File: src/rtl/hoc_pkg.sv
package hoc_pkg;

    typedef enum logic [1:0] {
        PUMP_HIZ  = 2'b00,
        PUMP_UP   = 2'b01,
        PUMP_DOWN = 2'b10,
        PUMP_RUN  = 2'b11
    } pump_e;

    typedef enum logic [2:0] {
        S_OFF       = 3'd0,
        S_WAIT_LOCK = 3'd1,
        S_ARMED     = 3'd2,
        S_HOLD      = 3'd3,
        S_RELEASE   = 3'd4
    } seq_state_e;

endpackage

File: src/rtl/hoc_sync.sv
module hoc_sync #(
    parameter int STAGES = 2,
    parameter int WIDTH  = 1
) (
    input  logic             clk,
    input  logic             rst_n,
    input  logic [WIDTH-1:0] d,
    output logic [WIDTH-1:0] q
);
    logic [WIDTH-1:0] chain [STAGES];

    always_ff @(posedge clk or negedge rst_n) begin
        if (!rst_n) chain[0] <= '0;
        else        chain[0] <= d;
    end

    for (genvar s = 1; s < STAGES; s++) begin : g_stage
        always_ff @(posedge clk or negedge rst_n) begin
            if (!rst_n) chain[s] <= '0;
            else        chain[s] <= chain[s-1];
        end
    end

    assign q = chain[STAGES-1];
endmodule

File: src/rtl/hoc_edge.sv
module hoc_edge (
    input  logic clk,
    input  logic rst_n,
    input  logic lvl,
    output logic pulse
);
    logic prev_q;

    always_ff @(posedge clk or negedge rst_n) begin
        if (!rst_n) prev_q <= 1'b0;
        else        prev_q <= lvl;
    end

    assign pulse = lvl & ~prev_q;

    // one pulse per rising edge
    a_r10_single_pulse: assert property (@(posedge clk) disable iff (!rst_n)
        pulse |=> !pulse);
endmodule

File: src/rtl/hoc_fsm.sv
module hoc_fsm
    import hoc_pkg::*;
(
    input  logic  clk,
    input  logic  rst_n,
    input  logic  auto_run,
    input  logic  lock_det,
    input  logic  was_locked,
    input  logic  ref_pulse,
    input  pump_e pump_req,
    output logic  hold_auto
);
    seq_state_e state_q, state_d;

    always_ff @(posedge clk or negedge rst_n) begin
        if (!rst_n) state_q <= S_OFF;
        else        state_q <= state_d;
    end

    always_comb begin
        state_d = state_q;
        if (!auto_run) begin
            state_d = S_OFF;
        end else begin
            unique case (state_q)
                S_OFF:       state_d = S_WAIT_LOCK;
                S_WAIT_LOCK: if (lock_det) state_d = S_ARMED;
                S_ARMED: begin
                    if (!lock_det) begin
                        if (was_locked && pump_req == PUMP_RUN) state_d = S_HOLD;
                        else                                     state_d = S_WAIT_LOCK;
                    end
                end
                S_HOLD:      if (ref_pulse) state_d = S_RELEASE;
                S_RELEASE:   if (lock_det)  state_d = S_ARMED;
                default:     state_d = S_OFF;
            endcase
        end
    end

    always_comb begin
        hold_auto = auto_run && (state_q == S_HOLD);
    end

    a_r1_off_when_disabled: assert property (@(posedge clk) disable iff (!rst_n)
        !auto_run |=> state_q == S_OFF);
    a_r2_no_hold_unlocked: assert property (@(posedge clk) disable iff (!rst_n)
        (state_q == S_ARMED && auto_run && !lock_det && !was_locked) |=> state_q != S_HOLD);
    a_r4_hold_until_edge: assert property (@(posedge clk) disable iff (!rst_n)
        (state_q == S_HOLD && auto_run && !ref_pulse) |=> state_q == S_HOLD);
    a_r5_wait_relock: assert property (@(posedge clk) disable iff (!rst_n)
        (state_q == S_RELEASE && auto_run && !lock_det) |=> state_q == S_RELEASE);
    a_r7_no_hold_forced_hiz: assert property (@(posedge clk) disable iff (!rst_n)
        (state_q == S_ARMED && pump_req == PUMP_HIZ) |=> state_q != S_HOLD);
endmodule

File: src/rtl/hoc_holdover_ctrl.sv
module hoc_holdover_ctrl
    import hoc_pkg::*;
#(
    parameter int SYNC_STAGES = 2
) (
    input  logic       clk,
    input  logic       rst_n,
    input  logic       pll_en,
    input  logic       auto_hold_en,
    input  logic       ext_hold_en,
    input  logic       ext_hold_pin,
    input  logic       lock_det,
    input  logic       was_locked,
    input  logic       ref_clk_in,
    input  logic [1:0] pump_mode,
    output logic [1:0] pump_cmd,
    output logic       hold_active_n
);
    localparam int NUM_ASYNC = 2;

    logic [NUM_ASYNC-1:0] async_raw, async_sync;
    logic  ref_pulse, hold_auto, auto_run, ext_mode, hold;
    pump_e mode_e, cmd_e;

    assign async_raw = {ext_hold_pin, ref_clk_in};
    assign mode_e    = pump_e'(pump_mode);
    assign auto_run  = pll_en & auto_hold_en & ~ext_hold_en;
    assign ext_mode  = pll_en & ext_hold_en;

    hoc_sync #(.STAGES(SYNC_STAGES), .WIDTH(NUM_ASYNC)) u_sync (
        .clk(clk), .rst_n(rst_n), .d(async_raw), .q(async_sync));

    hoc_edge u_ref_edge (
        .clk(clk), .rst_n(rst_n), .lvl(async_sync[0]), .pulse(ref_pulse));

    hoc_fsm u_fsm (
        .clk(clk), .rst_n(rst_n), .auto_run(auto_run), .lock_det(lock_det),
        .was_locked(was_locked), .ref_pulse(ref_pulse), .pump_req(mode_e),
        .hold_auto(hold_auto));

    always_comb begin
        hold = ext_mode ? async_sync[1] : hold_auto;
        if (mode_e != PUMP_RUN) cmd_e = mode_e;
        else if (hold)          cmd_e = PUMP_HIZ;
        else                    cmd_e = PUMP_RUN;
    end

    assign pump_cmd      = cmd_e;
    assign hold_active_n = ~hold;

    a_r6_mode_override: assert property (@(posedge clk) disable iff (!rst_n)
        (pump_mode != 2'b11) |-> pump_cmd == pump_mode);
    a_r9_status_pump: assert property (@(posedge clk) disable iff (!rst_n)
        (!hold_active_n && pump_mode == 2'b11) |-> pump_cmd == 2'b00);
    a_r8_pin_ignored_off: assert property (@(posedge clk) disable iff (!rst_n)
        (!pll_en) |-> hold_active_n);
endmodule

File: config.mk
export PLATFORM = sky130hd
export DESIGN_NAME = hoc_holdover_ctrl
export DESIGN_NICKNAME = d
export VERILOG_FILES = /design/src/rtl/hoc_pkg.sv /design/src/rtl/hoc_sync.sv /design/src/rtl/hoc_edge.sv /design/src/rtl/hoc_fsm.sv /design/src/rtl/hoc_holdover_ctrl.sv
export SDC_FILE = /design/constraint.sdc
export NUM_CORES = 1
export LEC_CHECK = 0
export BUFFER_PORTS_ARGS = -buffer_cell sky130_fd_sc_hd__buf_2
export CORE_AREA = 2 2 39 41
export CTS_BUF_LIST = sky130_fd_sc_hd__clkbuf_4
export CTS_CLUSTER_SIZE = 8
export DETAILED_ROUTE_END_ITERATION = 10
export DIE_AREA = 0 0 41 43
export GPL_ROUTABILITY_DRIVEN = 0
export PLACE_DENSITY_LB_ADDON = 0.05
export SYNTH_ARGS = -nofsm -noshare
export SYNTH_HDL_FRONTEND = slang
export SYNTH_HIERARCHICAL = 1
export SYNTH_SLANG_ARGS = --single-unit
File: constraint.sdc
create_clock -name clk -period 1.9 [get_ports clk]
set_clock_uncertainty 0.15 [all_clocks]
set_input_delay 0.095 -clock clk [delete_from_list [all_inputs] [get_ports clk]]
set_output_delay 0.095 -clock clk [all_outputs]
set_load 0.1 [all_outputs]
==> flow_summary.toml, run 1 <==
[clock_network]
cts_tree = "built"
cts_setup_buffers = 0
cts_max_path_buffers = 2
cts_root_buffer = "clkbuf_4"
numCtsBuffers = 3
htree_levels = 1
clock-sinks = 8
clk_pin_slew_ns = 0.05
clk_latency_ns = 0.24

[power]
leakagePower_nw = 0.281
ir_drop_v = 0.000332
power_uw = 393
power.density_nw_per_um2 = 602

[synthesis]
yosys_register_bits = 8
synth_cell_type_count = 21
synth_top_area_cell = "dfrtp_1"
synth_fp_nets = 51
seq_area_frac_synth = 0.447
syn_area_per_cell_um2 = 11.2
netlist_area_um2 = 448
yosys_warnings = 6
netlist.area_leader.share = 0.447
synth_area_leaders = "dfrtp_1 45%, mux2i_1 8.9%, a311oi_1 5.9%"
postSynthCellCount = 40

[critical_path]
crit_path_end_kind = "output port"
path_class = "register to output port"
ff2ff_path_depth = 3
arrival_ns = 1.54
path_max_fanout = 7
regToRegStartpoint = "u_fsm/state_q[0]"
ff2ff_setup_slack_ns = 0.38
required_ns = 1.65
critPathLaunchType = "register"
timing.rr.end = "u_fsm/state_q[1]"

[detailed_routing]
wl_per_cell_um = 12.1
ant_nets = 0
vias_per_cell = 5.15
vias = 371
wl_um = 869
drt_first_pass_iters = 2
post-route-drc-count = 0
drt-initial-drc-count = 3

[job]
maxCapViolations = 0

[sta]
setup_violations = 0
fin_ws_ns = 0.113
slew_viol_final = 0
worstMarginPinSlew_ns = 0.338
max_freq_mhz = 559
fin_crit_sh = 0.941
maxSlewHeadroom = 0.775
rsz0062_at_grt = "false"
tns_ns = 0
finalWorstPathRequiredPeriod_ns = 1.79
final_hold_viol_count = 0

[die]
io-pin-count = 14
initial_core_util = 0.324
die-width_um = 41
rows = 14
die_h_um = 43
core_area_um2 = 1380
dieArea_um2 = 1760

[placement]
pre_cts_ws_ns = 0.311
dp_hpwl_um = 721
portBuffers = 13
place_area_um2 = 597

[finish]
layout-drive-gt1-share = 0.411
syn_to_final_growth_pct = 45.5
design_area_um2 = 652
multiInputGateArea_um2 = 270
fin_util = 0.471
antenna_cells = 0
fill_cells = 137
fin_nets = 69
seqCellArea_um2 = 200

[worst_hold_path]
hold_path_class = "primary input to asynchronous set/reset pin"

[global_route]
antenna_found_initial = 0
grt_max_degree = 11
grt_pass1_vias = 328
overflow = 0
gr-usage-all-layers = 0.120
grt_pass1_wl_mm = 1.31

[run_status]
status = "finished, final reports clean"
area by class of cell:
class	instances	area share
Clock buffer	3	0.0345
Inverter	3	0.0173
Multi-Input combinational cell	26	0.415
Sequential cell	8	0.307
Tap cell	16	0.0307
Timing Repair Buffer	16	0.196
flip-flops by register name, indices dropped and copies added (netlist names):
register           flops
u_fsm/state_q          3
u_ref_edge/prev_q      1
u_sync/chain           2
u_sync/q               2
per-layer routing:
metal	part of all wire	vias to the layer above	track usage
met4	0	0	0.100
met2	0.56	12	0.194
li1	-	182	-
met5	0	-	0
met1	0.40	177	0.118
met3	0.043	0	0.0314
how the worst max path moves through the flow:
stage,start,to,slack (ns),depth (start not counted)
detailed placement,u_fsm/state_q[1],hold_active_n,0.31,4
CTS,u_fsm/state_q[1],hold_active_n,0.04,4
floorplan,u_fsm/state_q[1],pump_cmd[1],-0.03,3
finish,u_fsm/state_q[1],pump_cmd[1],0.11,4
global placement,u_fsm/state_q[1],hold_active_n,0.35,4
global route,u_fsm/state_q[1],pump_cmd[1],0.05,4
what timing repair did:
| item | CTS | global route |
|---|---|---|
| hold buffers | 3 | 0 |
| endpoints found under the setup margin | 0 | 1 |
| hold endpoints to repair | 10 | 0 |
| gates resized for setup | 0 | 1 |
cells in the mapped netlist:
cell       count
dfrtp_1        8
mux2i_1        4
a311oi_1       3
inv_1          3
nand2_1        3
a21oi_1        2
and4_1         2
buf_4          2
a21boi_1       1
a2bb2oi_1      1
and3_1         1
and3b_1        1
and4b_1        1
buf_6          1
nand3_1        1
nor2b_1        1
nor2b_4        1
nor3b_1        1
o32ai_1        1
or4b_4         1
xnor2_1        1
logic make-up after synthesis:
logic type | count (synthesis) | share of synthesized area
xor gates and xnor gates | 1 | 0.0196
and+or+nand+nor | 13 | 0.223
muxes | 4 | 0.0894
DFF | 8 | 0.447
buffers and inverters | 6 | 0.0838
AOI/OAI and AO/OA | 8 | 0.137
report_power, final:
part	internal (mW)	switching, mW
Clock	0.0716	0.0482
Sequential	0.177	0.00617
Combinational	0.0379	0.0514
Total	0.287	0.106
worst max-delay path, cell delays in order (launching register included):
cell and delay [ns]:
dfrtp_1 0.44, nor2b_4 0.17, and3_4 0.18, a311oi_4 0.29, buf_12 0.21
placed cells by master, fill, tap and decap left out:
cell type / netlist / final
mux2i_1: 4 / 3
nor3b_1: 1 / 1
a311oi_1: 3 / 1
a2bb2oi_1: 1 / 1
and3_4: 0 / 1
or4b_4: 1 / 1
nand3_1: 1 / 1
buf_12: 0 / 2
and4b_1: 1 / 1
xnor2_1: 1 / 1
dfrtp_1: 8 / 8
and3b_1: 1 / 1
o32ai_1: 1 / 1
a311oi_4: 0 / 2
mux2i_4: 0 / 1
a21boi_1: 1 / 1
a21oi_1: 2 / 2
and4_1: 2 / 2
dlygate4sd3_1: 0 / 3
inv_1: 3 / 3
buf_2: 0 / 10
nand2_1: 3 / 3
nor2b_4: 1 / 2
clkbuf_4: 0 / 4
per-stage QoR:
stage	hold slack, ns	std cells
5_1_grt	0.0553	72
3_3_place_gp	-0.215	66
6_report	0.0617	72
3_5_place_dp	-0.211	66
2_1_floorplan	-0.351	40
4_1_cts	0.0505	72
No activity file was read; power rests on OpenSTA's default activity.
==> inputs of run 2 (changes only) <==
PLACE_DENSITY = 0.65   (was default)
PLACE_DENSITY_LB_ADDON = default   (was 0.05)
==> run 2 against run 1 <==
Compared with the run above:
- combinational power down 0.6%
- highest routed layer is now met4
- cell count unchanged
- critical path depth unchanged
- worst hold slack better by 0.0050 ns
- flip-flop and latch count unchanged
- first-iteration DRC count down 100%
- count of clock-buffer cells in the layout unchanged
- fmax down 2.6%
- die area unchanged
==> flow_summary.toml, run 2 (same netlist as run 1, synthesis figures left out) <==
[sta]
maxSlewHeadroom = 0.680
tns_ns = 0
finalWorstPathRequiredPeriod_ns = 1.84
setup_violations = 0
final_hold_viol_count = 0
hold_slack_ns = 0.0667
slew_viol_final = 0
max_freq_mhz = 545
fin_crit_sh = 0.966
rsz0062_at_grt = "false"
worstMarginPinSlew_ns = 0.483

[finish]
multiInputGateArea_um2 = 270
fill_cells = 124
seqCellArea_um2 = 200
largest_reg_flops = 3
regMostFlops = "u_fsm/state_q"
syn_to_final_growth_pct = 45.0
antenna_cells = 0
layout_common_cells = "11 x buf_2, 8 x dfrtp_1"
layout-drive-gt1-share = 0.411
final_common_cell = "buf_2"
fin_nets = 69

[clock_network]
cts_tree = "built"
htree_levels = 1
cts_root_buffer = "clkbuf_4"
numCtsBuffers = 3
cts_max_path_buffers = 2
clk_pin_slew_ns = 0.05
cts_setup_buffers = 0
clk_latency_ns = 0.25
clock-sinks = 8

[job]
maxCapViolations = 0

[critical_path]
crit_family = "flip-flops"
crit_path_end_kind = "output port"
critPathMaxStageDelay_ns = 0.44
cp_cell_sequence = "nor2b_4 > and3_4 > mux2i_4 > buf_2"
required_ns = 1.65
path_class = "register to output port"
arrival_ns = 1.59
path_max_fanout = 7
worst-path-buf-inv = 1
critPathLaunchType = "register"
cpMaxStageDelayCell = "dfrtp_1"

[die]
die_h_um = 43
dieArea_um2 = 1760
die-width_um = 41
io-pin-count = 14
initial_core_util = 0.324
rows = 14
core_area_um2 = 1380

[run_status]
status = "finished, final reports clean"

[global_route]
grt_max_degree = 11
gr-usage-all-layers = 0.124
grt_pass1_wl_mm = 1.43
antenna_found_initial = 0
grt_pass1_vias = 375
overflow = 0

[power]
swShare = 0.274
p_clk_frac = 0.311
ir_drop_v = 0.000448
seq_power_share = 0.464
share_comb_of_total_power = 0.225
intPower_uw = 287
leakagePower_nw = 0.279
power.density_nw_per_um2 = 608
power_uw = 395
power.switching_uw = 108

[detailed_routing]
wl_um = 859
post-route-drc-count = 0
ant_nets = 0
wl_per_cell_um = 11.9
vias = 377
drt-initial-drc-count = 0
drt_first_pass_iters = 1
vias_per_cell = 5.24

[worst_hold_path]
hold_path_class = "primary input to asynchronous set/reset pin"

[placement]
portBuffers = 13
## run 2: cell count changes in the layout (fill, tap and decap cells not counted)
cell / before / now
clkbuf_4: 4 / 3
buf_2: 10 / 11
## run 2: cell type report
class,instances,area share
Clock buffer,3,0.0347
Tap cell,16,0.0308
Timing Repair Buffer,16,0.193
Inverter,3,0.0173
Multi-Input combinational cell,26,0.416
Sequential cell,8,0.308
## run 2: worst paths after layout
check                                         to              from  slack (ns)  cells past startpoint
worst max-delay path               hold_active_n  u_fsm/state_q[1]        0.06                      4
worst min-delay path            u_fsm/state_q[2]             rst_n        0.07                      2
worst max register to register  u_fsm/state_q[1]  u_fsm/state_q[0]        0.40                      3
worst min register to register       u_sync/q[1]   u_sync/chain[3]        0.20                      0
max in group asynchronous       u_fsm/state_q[0]             rst_n        1.37                      2
min in group clk                u_fsm/state_q[2]          lock_det        0.07                      3
## run 2: what timing repair did
item	in CTS	in global routing
endpoints found under the hold margin	10	0
hold buffers	3	0
resized for setup	0	0
## run 2: layer usage
metal / vias up / wire [um] / GRT usage
met1: 180 / 366 / 0.132
met4: 0 / 17 / 0.100
met2: 14 / 433 / 0.194
li1: 181 / - / -
met5: - / 0 / 0
met3: 2 / 41 / 0.0314
## run 2: worst register-to-register path: cells and delay by family (launching register included)
family / cells / cell delay, ns
AND/OR/NAND/NOR: 2 / 0.64
AO/OA/AOI/OAI: 1 / 0.09
flip-flops: 1 / 0.49
## run 2: through the flow
stage | worst slack [ns] | area [um2] | std cells | utilization
global route | 0.00576 | 649 | 72 | 0.469
CTS | 0.0499 | 649 | 72 | 0.469
floorplan | -0.0299 | 508 | 40 | -
finish | 0.0643 | 649 | 72 | 0.469
detailed placement | 0.329 | 597 | 66 | 0.431
global placement | 0.346 | 597 | 66 | 0.431
## run 2: power by group through the flow
stage                     clock [mW]  sequential (mW)  combinational (mW)
after floorplan                    0            0.182              0.0593
after global placement             0            0.186              0.0839
after detailed placement           0            0.186              0.0851
after CTS                      0.130            0.183              0.0898
after global routing           0.138            0.184              0.0942
final                          0.123            0.183              0.0888
==> inputs of run 3 (changes only) <==
REMOVE_ABC_BUFFERS = 1   (was default)
==> run 3 against run 2 <==
Compared with the run above:
- the run now ends with setup timing left
- flip-flop and latch count unchanged
- count of clock-buffer cells in the layout stayed put
- die area did not move
- setup slack got worse by 0.072 ns
- cell count up 1.4%
- via count down 4.2%
- wire length increased by 5.5%
- non-clock buffer count increased by 1
- sequential share of layout area increased by 0.56 points
- clock power about the same
- critical path depth unchanged
- total power is 0.60% lower
==> flow_summary.toml, run 3 (same netlist as run 1, synthesis figures left out) <==
[clock_network]
cts_tree = "built"
cts_root_buffer = "clkbuf_4"
htree_levels = 1
clk_pin_slew_ns = 0.05
cts_max_path_buffers = 2
clk_latency_ns = 0.24
clock-sinks = 8
numCtsBuffers = 3

[power]
power.density_nw_per_um2 = 611
leakagePower_nw = 0.289
ir_drop_v = 0.000402

[finish]
design_area_um2 = 642
layout_common_cells = "10 x buf_2, 7 x dfrtp_1"
final_common_cell = "buf_2"
syn_to_final_growth_pct = 43.3
layout-drive-gt1-share = 0.439
regMostFlops = "u_fsm/state_q"
largest_reg_flops = 3
fin_nets = 70
final_cells = 73
antenna_cells = 0

[sta]
setup_violations = 1
fin_crit_sh = 1.00
finalWorstPathRequiredPeriod_ns = 1.91
fin_ws_ns = -0.00725
maxSlewHeadroom = 0.775
max_freq_mhz = 524
slew_viol_final = 0
worstMarginPinSlew_ns = 0.338
final_hold_viol_count = 0
hold_slack_ns = 0.0598

[global_route]
grt_pass1_vias = 324
grt_max_degree = 11
grt_pass1_wl_mm = 1.21
antenna_found_initial = 0
overflow = 0
gr-usage-all-layers = 0.101

[critical_path]
regToRegStartpoint = "u_fsm/state_q[1]"
arrival_ns = 1.66
path_class = "register to output port"
critPathLaunchType = "register"
cp-startpoint = "u_fsm/state_q[1]"
crit_path_end_kind = "output port"
path_max_fanout = 7
required_ns = 1.65

[die]
die_h_um = 43
initial_core_util = 0.324
core_area_um2 = 1380
dieArea_um2 = 1760
io-pin-count = 14
die-width_um = 41
rows = 14

[detailed_routing]
drt_first_pass_iters = 4
vias = 361
vias_per_cell = 4.95
wl_um = 906
ant_nets = 0
post-route-drc-count = 0
wl_per_cell_um = 12.4
drt-initial-drc-count = 5

[placement]
dp.cells = 66
portBuffers = 13
dp_hpwl_um = 568
place_area_um2 = 552

[run_status]
status = "finished, violations left"
violations = "setup timing"

[job]
maxCapViolations = 0

[worst_hold_path]
hold_path_class = "primary input to asynchronous set/reset pin"
==> run 3: cell types whose count changed in the layout (fill, tap and decap cells not counted), sizes merged <==
| cell | change |
|---|---|
| clkbuf | +1 |
==> run 3: repair_timing <==
| action | CTS | global route |
|---|---|---|
| cloned | 0 | 0 |
| endpoints found under the setup margin | 2 | 3 |
| resized for setup | 0 | 8 |
| buffers inserted | 0 | 1 |
| hold buffers | 3 | 0 |
| pin swaps | 0 | 1 |
| endpoints found under the hold margin | 10 | 0 |
==> run 3: path summary, 6_finish.rpt <==
check	to	cells past startpoint	slack, ns
worst max-delay path	pump_cmd[0]	4	-0.007
worst min-delay path	u_sync/chain[2]	2	0.06
worst max register to register	u_fsm/state_q[1]	4	0.33
worst min register to register	u_sync/q[1]	0	0.20
max in group asynchronous	u_fsm/state_q[1]	2	1.36
min in group clk	u_fsm/state_q[2]	3	0.07
==> run 3: power breakdown <==
group	switching (mW)	internal [mW]	leakage (nW)
Clock	0.0506	0.0718	0.0138
Sequential	0.00564	0.177	0.0980
Combinational	0.0491	0.0381	0.177
Total	0.105	0.287	0.289
==> run 3: area by class of cell <==
| cell class | count | area (um2) |
|---|---|---|
| well taps | 16 | 20.0 |
| clock buffers | 3 | 22.5 |
| repair buffers | 17 | 153 |
| flip-flops and latches | 8 | 201 |
| multi-input cells | 26 | 234 |
| fillers | 133 | 742 |
| inverters | 3 | 11.3 |
==> run 3: worst max-delay path, stage by stage, from the launching register on <==
cell and delay (ns):
dfrtp_2 0.44, nor2b_2 0.19, and3_4 0.20, a311oi_2 0.32, clkbuf_16 0.27
==> run 3: metrics by stage <==
step                      worst slack, ns  power, mW  TNS [ns]   util
after floorplan                     -1.44      0.228     -3.55      -
after global placement              0.248      0.262         0  0.399
after CTS                         -0.0276      0.394   -0.0547  0.437
after global routing              -0.0800      0.418   -0.0800  0.464
after detailed placement            0.243      0.263         0  0.399
final                            -0.00725      0.392  -0.00725  0.464
==> run 3: per-layer routing <==
layer / vias to the layer above / global-route usage / share of wire / routed length, um
li1: 183 / - / - / -
met2: 9 / 0.153 / 0.58 / 526
met5: - / 0 / 0 / 0
met4: 0 / 0.0600 / 0 / 0
met3: 0 / 0.0314 / 0.043 / 39
met1: 169 / 0.119 / 0.38 / 340
